`src/rtl/uart_fe_pkg.sv`:
```
package uart_fe_pkg;

  localparam int SEL_W = 3;
  localparam int NSEL  = 7;

  typedef enum logic [SEL_W-1:0] {
    SEL_LINE = 3'd0,
    SEL_CTL  = 3'd1,
    SEL_STAT = 3'd2,
    SEL_TXH  = 3'd3,
    SEL_RXH  = 3'd4,
    SEL_DIVL = 3'd5,
    SEL_DIVH = 3'd6
  } reg_sel_e;

  // status bit positions
  localparam int ST_RDY  = 0;
  localparam int ST_HEMP = 6;
  localparam int ST_TEMP = 7;
  localparam logic [7:0] STAT_RESET = 8'hC0;

  // control mode encodings
  localparam logic [1:0] RX_MODE_IRQ = 2'b01;
  localparam logic [1:0] TX_MODE_IRQ = 2'b11;

endpackage

```
`src/rtl/uart_fe_decode.sv`:
```
module uart_fe_decode
  import uart_fe_pkg::*;
(
  input  logic             req,
  input  logic             wr,
  input  logic [SEL_W-1:0] addr,
  output logic [NSEL-1:0]  wr_sel,
  output logic [NSEL-1:0]  rd_sel
);

  for (genvar i = 0; i < NSEL; i++) begin : g_sel
    assign wr_sel[i] = req &  wr & (addr == SEL_W'(i));
    assign rd_sel[i] = req & ~wr & (addr == SEL_W'(i));
  end

endmodule

```
`src/rtl/uart_fe_status.sv`:
```
module uart_fe_status
  import uart_fe_pkg::*;
#(
  parameter int DATA_W = 8
) (
  input  logic              clk,
  input  logic              rst_n,
  input  logic              stat_wr,
  input  logic [DATA_W-1:0] wr_data,
  input  logic              stat_rd,
  input  logic              rxh_rd,
  input  logic              rx_push,
  input  logic              tx_push,
  output logic [DATA_W-1:0] stat
);

  logic [DATA_W-1:0] stat_nxt;
  logic              stat_en;

  always_comb begin
    stat_nxt = stat;
    if (stat_rd) stat_nxt[3:0] = 4'h0;
    if (stat_wr) stat_nxt = wr_data;
    if (rxh_rd)  stat_nxt[ST_RDY] = 1'b0;
    if (tx_push) begin
      stat_nxt[ST_HEMP] = 1'b1;
      stat_nxt[ST_TEMP] = 1'b1;
    end
    if (rx_push) stat_nxt[ST_RDY] = 1'b1;
    stat_en = stat_rd | stat_wr | rxh_rd | tx_push | rx_push;
  end

  always_ff @(posedge clk or negedge rst_n) begin
    if (!rst_n)       stat <= DATA_W'(STAT_RESET);
    else if (stat_en) stat <= stat_nxt;
  end

endmodule

```
`src/rtl/uart_fe_irq.sv`:
```
module uart_fe_irq
  import uart_fe_pkg::*;
(
  input  logic       clk,
  input  logic       rst_n,
  input  logic       rx_push,
  input  logic       tx_push,
  input  logic [1:0] rx_mode,
  input  logic [1:0] tx_mode,
  output logic       irq_rx,
  output logic       irq_tx
);

  logic irq_rx_nxt;
  logic irq_tx_nxt;

  always_comb begin
    irq_rx_nxt = rx_push & (rx_mode == RX_MODE_IRQ);
    irq_tx_nxt = tx_push & (tx_mode == TX_MODE_IRQ);
  end

  always_ff @(posedge clk or negedge rst_n) begin
    if (!rst_n) begin
      irq_rx <= 1'b0;
      irq_tx <= 1'b0;
    end else begin
      irq_rx <= irq_rx_nxt;
      irq_tx <= irq_tx_nxt;
    end
  end

endmodule

```
`src/rtl/uart_fe_regs.sv`:
```
module uart_fe_regs
  import uart_fe_pkg::*;
#(
  parameter int DATA_W = 8
) (
  input  logic              clk,
  input  logic              rst_n,
  input  logic              req,
  input  logic              wr,
  input  logic [SEL_W-1:0]  addr,
  input  logic [DATA_W-1:0] wr_data,
  output logic [DATA_W-1:0] rd_data,
  input  logic              rx_valid,
  input  logic [DATA_W-1:0] rx_byte,
  output logic              tx_valid,
  output logic [DATA_W-1:0] tx_byte,
  output logic              irq_rx,
  output logic              irq_tx
);

  // reset: asserted asynchronously, released on the clock
  logic [1:0] rst_q;
  logic       rst_sync_n;

  always_ff @(posedge clk or negedge rst_n) begin
    if (!rst_n) rst_q <= 2'b00;
    else        rst_q <= {rst_q[0], 1'b1};
  end
  assign rst_sync_n = rst_q[1];

  logic [NSEL-1:0] wr_sel;
  logic [NSEL-1:0] rd_sel;

  uart_fe_decode u_dec (
    .req    (req),
    .wr     (wr),
    .addr   (addr),
    .wr_sel (wr_sel),
    .rd_sel (rd_sel)
  );

  logic [DATA_W-1:0] line_q, ctl_q, txh_q, rxh_q, divl_q, divh_q;
  logic [DATA_W-1:0] stat;
  logic              tx_push;
  logic              rd_any;
  logic [DATA_W-1:0] rd_nxt;

  assign tx_push = wr_sel[SEL_TXH];
  assign rd_any  = req & ~wr;

  always_ff @(posedge clk or negedge rst_sync_n) begin
    if (!rst_sync_n) begin
      line_q <= '0;
      ctl_q  <= '0;
      txh_q  <= '0;
      rxh_q  <= '0;
      divl_q <= '0;
      divh_q <= '0;
    end else begin
      if (wr_sel[SEL_LINE]) line_q <= wr_data;
      if (wr_sel[SEL_CTL])  ctl_q  <= wr_data;
      if (tx_push)          txh_q  <= wr_data;
      if (rx_valid)         rxh_q  <= rx_byte;
      if (wr_sel[SEL_DIVL]) divl_q <= wr_data;
      if (wr_sel[SEL_DIVH]) divh_q <= wr_data;
    end
  end

  uart_fe_status #(.DATA_W(DATA_W)) u_stat (
    .clk     (clk),
    .rst_n   (rst_sync_n),
    .stat_wr (wr_sel[SEL_STAT]),
    .wr_data (wr_data),
    .stat_rd (rd_sel[SEL_STAT]),
    .rxh_rd  (rd_sel[SEL_RXH]),
    .rx_push (rx_valid),
    .tx_push (tx_push),
    .stat    (stat)
  );

  uart_fe_irq u_irq (
    .clk     (clk),
    .rst_n   (rst_sync_n),
    .rx_push (rx_valid),
    .tx_push (tx_push),
    .rx_mode (ctl_q[1:0]),
    .tx_mode (ctl_q[3:2]),
    .irq_rx  (irq_rx),
    .irq_tx  (irq_tx)
  );

  // read data path
  always_comb begin
    unique case (addr)
      SEL_LINE: rd_nxt = line_q;
      SEL_CTL:  rd_nxt = ctl_q;
      SEL_STAT: rd_nxt = stat;
      SEL_TXH:  rd_nxt = txh_q;
      SEL_RXH:  rd_nxt = rxh_q;
      SEL_DIVL: rd_nxt = divl_q;
      SEL_DIVH: rd_nxt = divh_q;
      default:  rd_nxt = '1;
    endcase
  end

  always_ff @(posedge clk or negedge rst_sync_n) begin
    if (!rst_sync_n)  rd_data <= '0;
    else if (rd_any)  rd_data <= rd_nxt;
  end

  // transmit strobe
  always_ff @(posedge clk or negedge rst_sync_n) begin
    if (!rst_sync_n) begin
      tx_valid <= 1'b0;
      tx_byte  <= '0;
    end else begin
      tx_valid <= tx_push;
      if (tx_push) tx_byte <= wr_data;
    end
  end

endmodule

```
`config.mk`:
```
export PLATFORM = sky130hd
export DESIGN_NAME = uart_fe_regs
export DESIGN_NICKNAME = d
export VERILOG_FILES = /design/src/rtl/uart_fe_pkg.sv /design/src/rtl/uart_fe_decode.sv /design/src/rtl/uart_fe_status.sv /design/src/rtl/uart_fe_irq.sv /design/src/rtl/uart_fe_regs.sv
export SDC_FILE = /design/constraint.sdc
export NUM_CORES = 1
export LEC_CHECK = 0
export BUFFER_PORTS_ARGS = -buffer_cell sky130_fd_sc_hd__buf_2
export CAP_MARGIN = 20
export CELL_PAD_IN_SITES_DETAIL_PLACEMENT = 1
export CELL_PAD_IN_SITES_GLOBAL_PLACEMENT = 1
export CORE_UTILIZATION = 50
export DETAILED_ROUTE_END_ITERATION = 8
export HOLD_SLACK_MARGIN = 0.05
export PLACE_DENSITY_LB_ADDON = 0.1
export SLEW_MARGIN = 5
export SYNTH_ARGS = -nofsm -noshare
export SYNTH_HDL_FRONTEND = slang
export SYNTH_HIERARCHICAL = 1
export SYNTH_SLANG_ARGS = --single-unit
```
`constraint.sdc`:
```
create_clock -name clk -period 3.4 [get_ports clk]
set_clock_uncertainty 0.1 [all_clocks]
set_input_delay 0.51 -clock clk [delete_from_list [all_inputs] [get_ports clk]]
set_output_delay 0.51 -clock clk [all_outputs]
set_load 0.05 [all_outputs]
```
==> out/qor.txt <==
status: completed
Ports: 43
Final setup violation count: 0
P_int: 1.597 mW
Total Routing Usage GR: 25.66%
root buf cell: clkbuf_8
worst setup margin: 1.198 ns
Arr. time, crit path: 2.33 ns
Routed WL: 7.495 mm
critical path fanouts, max: 23
Port Buf Inserts: 42
Post-route DRC: 0
post-cts gate resize count: 0
reg2reg setup slack: 1.96 ns
PwrDens: 621.1 nW/um^2
# rows: 28
Rel. slew slack: 47.27%
Crit Path Category: primary input to flip-flop
syn nets: 271
Tmin final: 2.202 ns
Worst-Margin Slew: 0.7909 ns
syn avg cell area: 12.92 sq um
worst-path cell chain: buf_2, nand3_1, nor3_1, buf_4, mux2_4
Setup crit end kind: flip-flop
drt pass-1 iters: 4
Layout area overhead: 15.37%
largest net degree at the start of global routing: 51
clock latency on the worst-skew pair: 0.34 ns
RSZ-0062 raised after global routing: no
Die Wd: 81.88 um
type of the tightest min-delay check: flip-flop to async pin
Syn Inst Count: 247
Slowest Stage Delay on Critical Path: 0.61 ns
slowest CP cell: nor3_1
Flop pwr share: 47.1%
synthesized area: 3191 sq um
initial antenna violation count: 0
Vias/cell: 5.715
Iter 0 DRT Violations: 118
Leak: 1.684 nW
number of global-route vias before repair: 2249
Sum Neg Setup Slack: 0 ns
global-route met3 utilization: 3.778%
CTS sink cnt: 69
met1 global-route usage: 35.29%
Peak VDD IR: 0.0003448 V
depth of the CTS H-tree: 3
core area: 6026 sq um
fmax: 454.2 MHz
layout cell share with drive strength beyond 1: 42.09%
Synth warnings: 6
initial core utilization: 52.95%
most used routing layer: met2
max cap viols: 0
vias after detailed routing: 2126
Wirelength per Cell: 20.15 um
crit share post-route: 64.76%
Die Y: 81.88 um
Fin. Hold Viols: 0
gr ovfl total: 0
Worst Path Required: 3.53 ns
first-pass GRT wire length: 12.09 mm
switch share: 30.15%
antenna-violating nets left: 0
WP buf/inv: 2
CP Launch Type: primary input
Setup WS pre-CTS: 0.8844 ns
post-DP HPWL: 4.948 mm
Max clock buf depth: 2
combinational power share: 22.9%
RD Place Congestion: 0.7698
met2 usage: 39.26%
Net Sw Power: 0.6892 mW
Max Slew Vio Count: 0
Final Net Count: 317
Clk pwr share: 30.0%
Antenna Diode Count: 0
Reg clk slew, reported paths: 0.07 ns
CTS tree: built
Inserted Clock Buffers: 9
Top delay family on crit path: simple AND/OR/NAND/NOR gates
Die ar.: 6704 sq um
==> state kept, by name (all words and copies together) (netlist names) <==
| name | cells |
|---|---|
| rst_q | 2 |
| rxh_q | 8 |
| ctl_q | 8 |
| line_q | 8 |
| tx_valid | 1 |
| txh_q | 8 |
| rd_data | 8 |
| u_stat/stat | 8 |
| divl_q | 8 |
| divh_q | 8 |
| u_irq/irq_rx | 1 |
| u_irq/irq_tx | 1 |
==> layout make-up <==
type	count	area (sq um)
fillers	630	2345
flip-flops and latches	69	1730
multi-input cells	160	1350
repair buffers	52	300.3
clock buffers	14	172.7
well taps	75	93.84
clock inverters	1	30.03
inverters	1	3.754
==> worst reg2reg max path, stage by stage (launching register included) <==
cell and delay (ns):
dfrtp_1 0.39, mux2_2 0.29, a22oi_2 0.13, nor2_1 0.06, o32a_1 0.37
==> what timing repair did <==
item | CTS | global route
setup buffers | 0 | 0
hold endpoints to repair | 2 | 0
hold buffers | 1 | 0
==> cell usage in the layout (no fill, tap or decap), drive strengths merged, types with 2 or more instances in the layout <==
| cell type | count |
|---|---|
| o211ai | 3 |
| nor2 | 5 |
| dfstp | 2 |
| nand3 | 3 |
| a211o | 8 |
| clkbuf | 14 |
| nand2b | 10 |
| buf | 51 |
| o32a | 2 |
| nand2 | 11 |
| mux2i | 13 |
| o21ai | 6 |
| mux2 | 51 |
| and2b | 2 |
| a22o | 3 |
| nand3b | 3 |
| a31oi | 6 |
| a21oi | 2 |
| dfrtp | 67 |
| or2 | 2 |
| nor2b | 10 |
| nor3 | 3 |
| o22ai | 6 |
==> metrics by stage <==
stage | power [mW] | utilization [%] | area, sq um | hold WS, ns | std cells
after floorplan | 1.468 | - | 3191 | 0.1144 | 247
after global placement | 1.590 | 57.23 | 3448 | 0.1954 | 355
after detailed placement | 1.613 | 57.23 | 3448 | 0.1971 | 355
after CTS | 2.307 | 60.76 | 3661 | 0.2642 | 371
after global routing | 2.400 | 61.09 | 3681 | 0.1174 | 372
final | 2.286 | 61.09 | 3681 | 0.08092 | 372
==> layer usage <==
layer / vias up / part of all wire (%) / routed length, um
li1: 984 / - / -
met1: 1070 / 46 / 3438
met3: 10 / 5.6 / 423
met2: 62 / 46 / 3466
met4: 0 / 2.2 / 166
met5: - / 0 / 0
==> path summary, 6_finish.rpt <==
kind / startpoint / endpoint / depth (start not counted)
setup / recovery: addr[1] / u_stat/stat[4] / 5
hold / removal: rst_q[1] / rxh_q[7] / 0
hold reg to reg: rst_q[1] / rxh_q[7] / 0
min in group clk: rst_q[0] / rst_q[1] / 0
setup reg to reg: txh_q[5] / rd_data[5] / 4
max in group asynchronous: rst_q[1] / u_stat/stat[6] / 2
==> power by group through the flow <==
stage	clock network, mW	logic, mW	registers, mW
2_1_floorplan	0	0.251	1.22
3_3_place_gp	0	0.497	1.09
3_5_place_dp	0	0.513	1.10
4_1_cts	0.703	0.519	1.09
5_1_grt	0.735	0.564	1.10
6_report	0.686	0.523	1.08
Power figures use the tool's default switching activity.
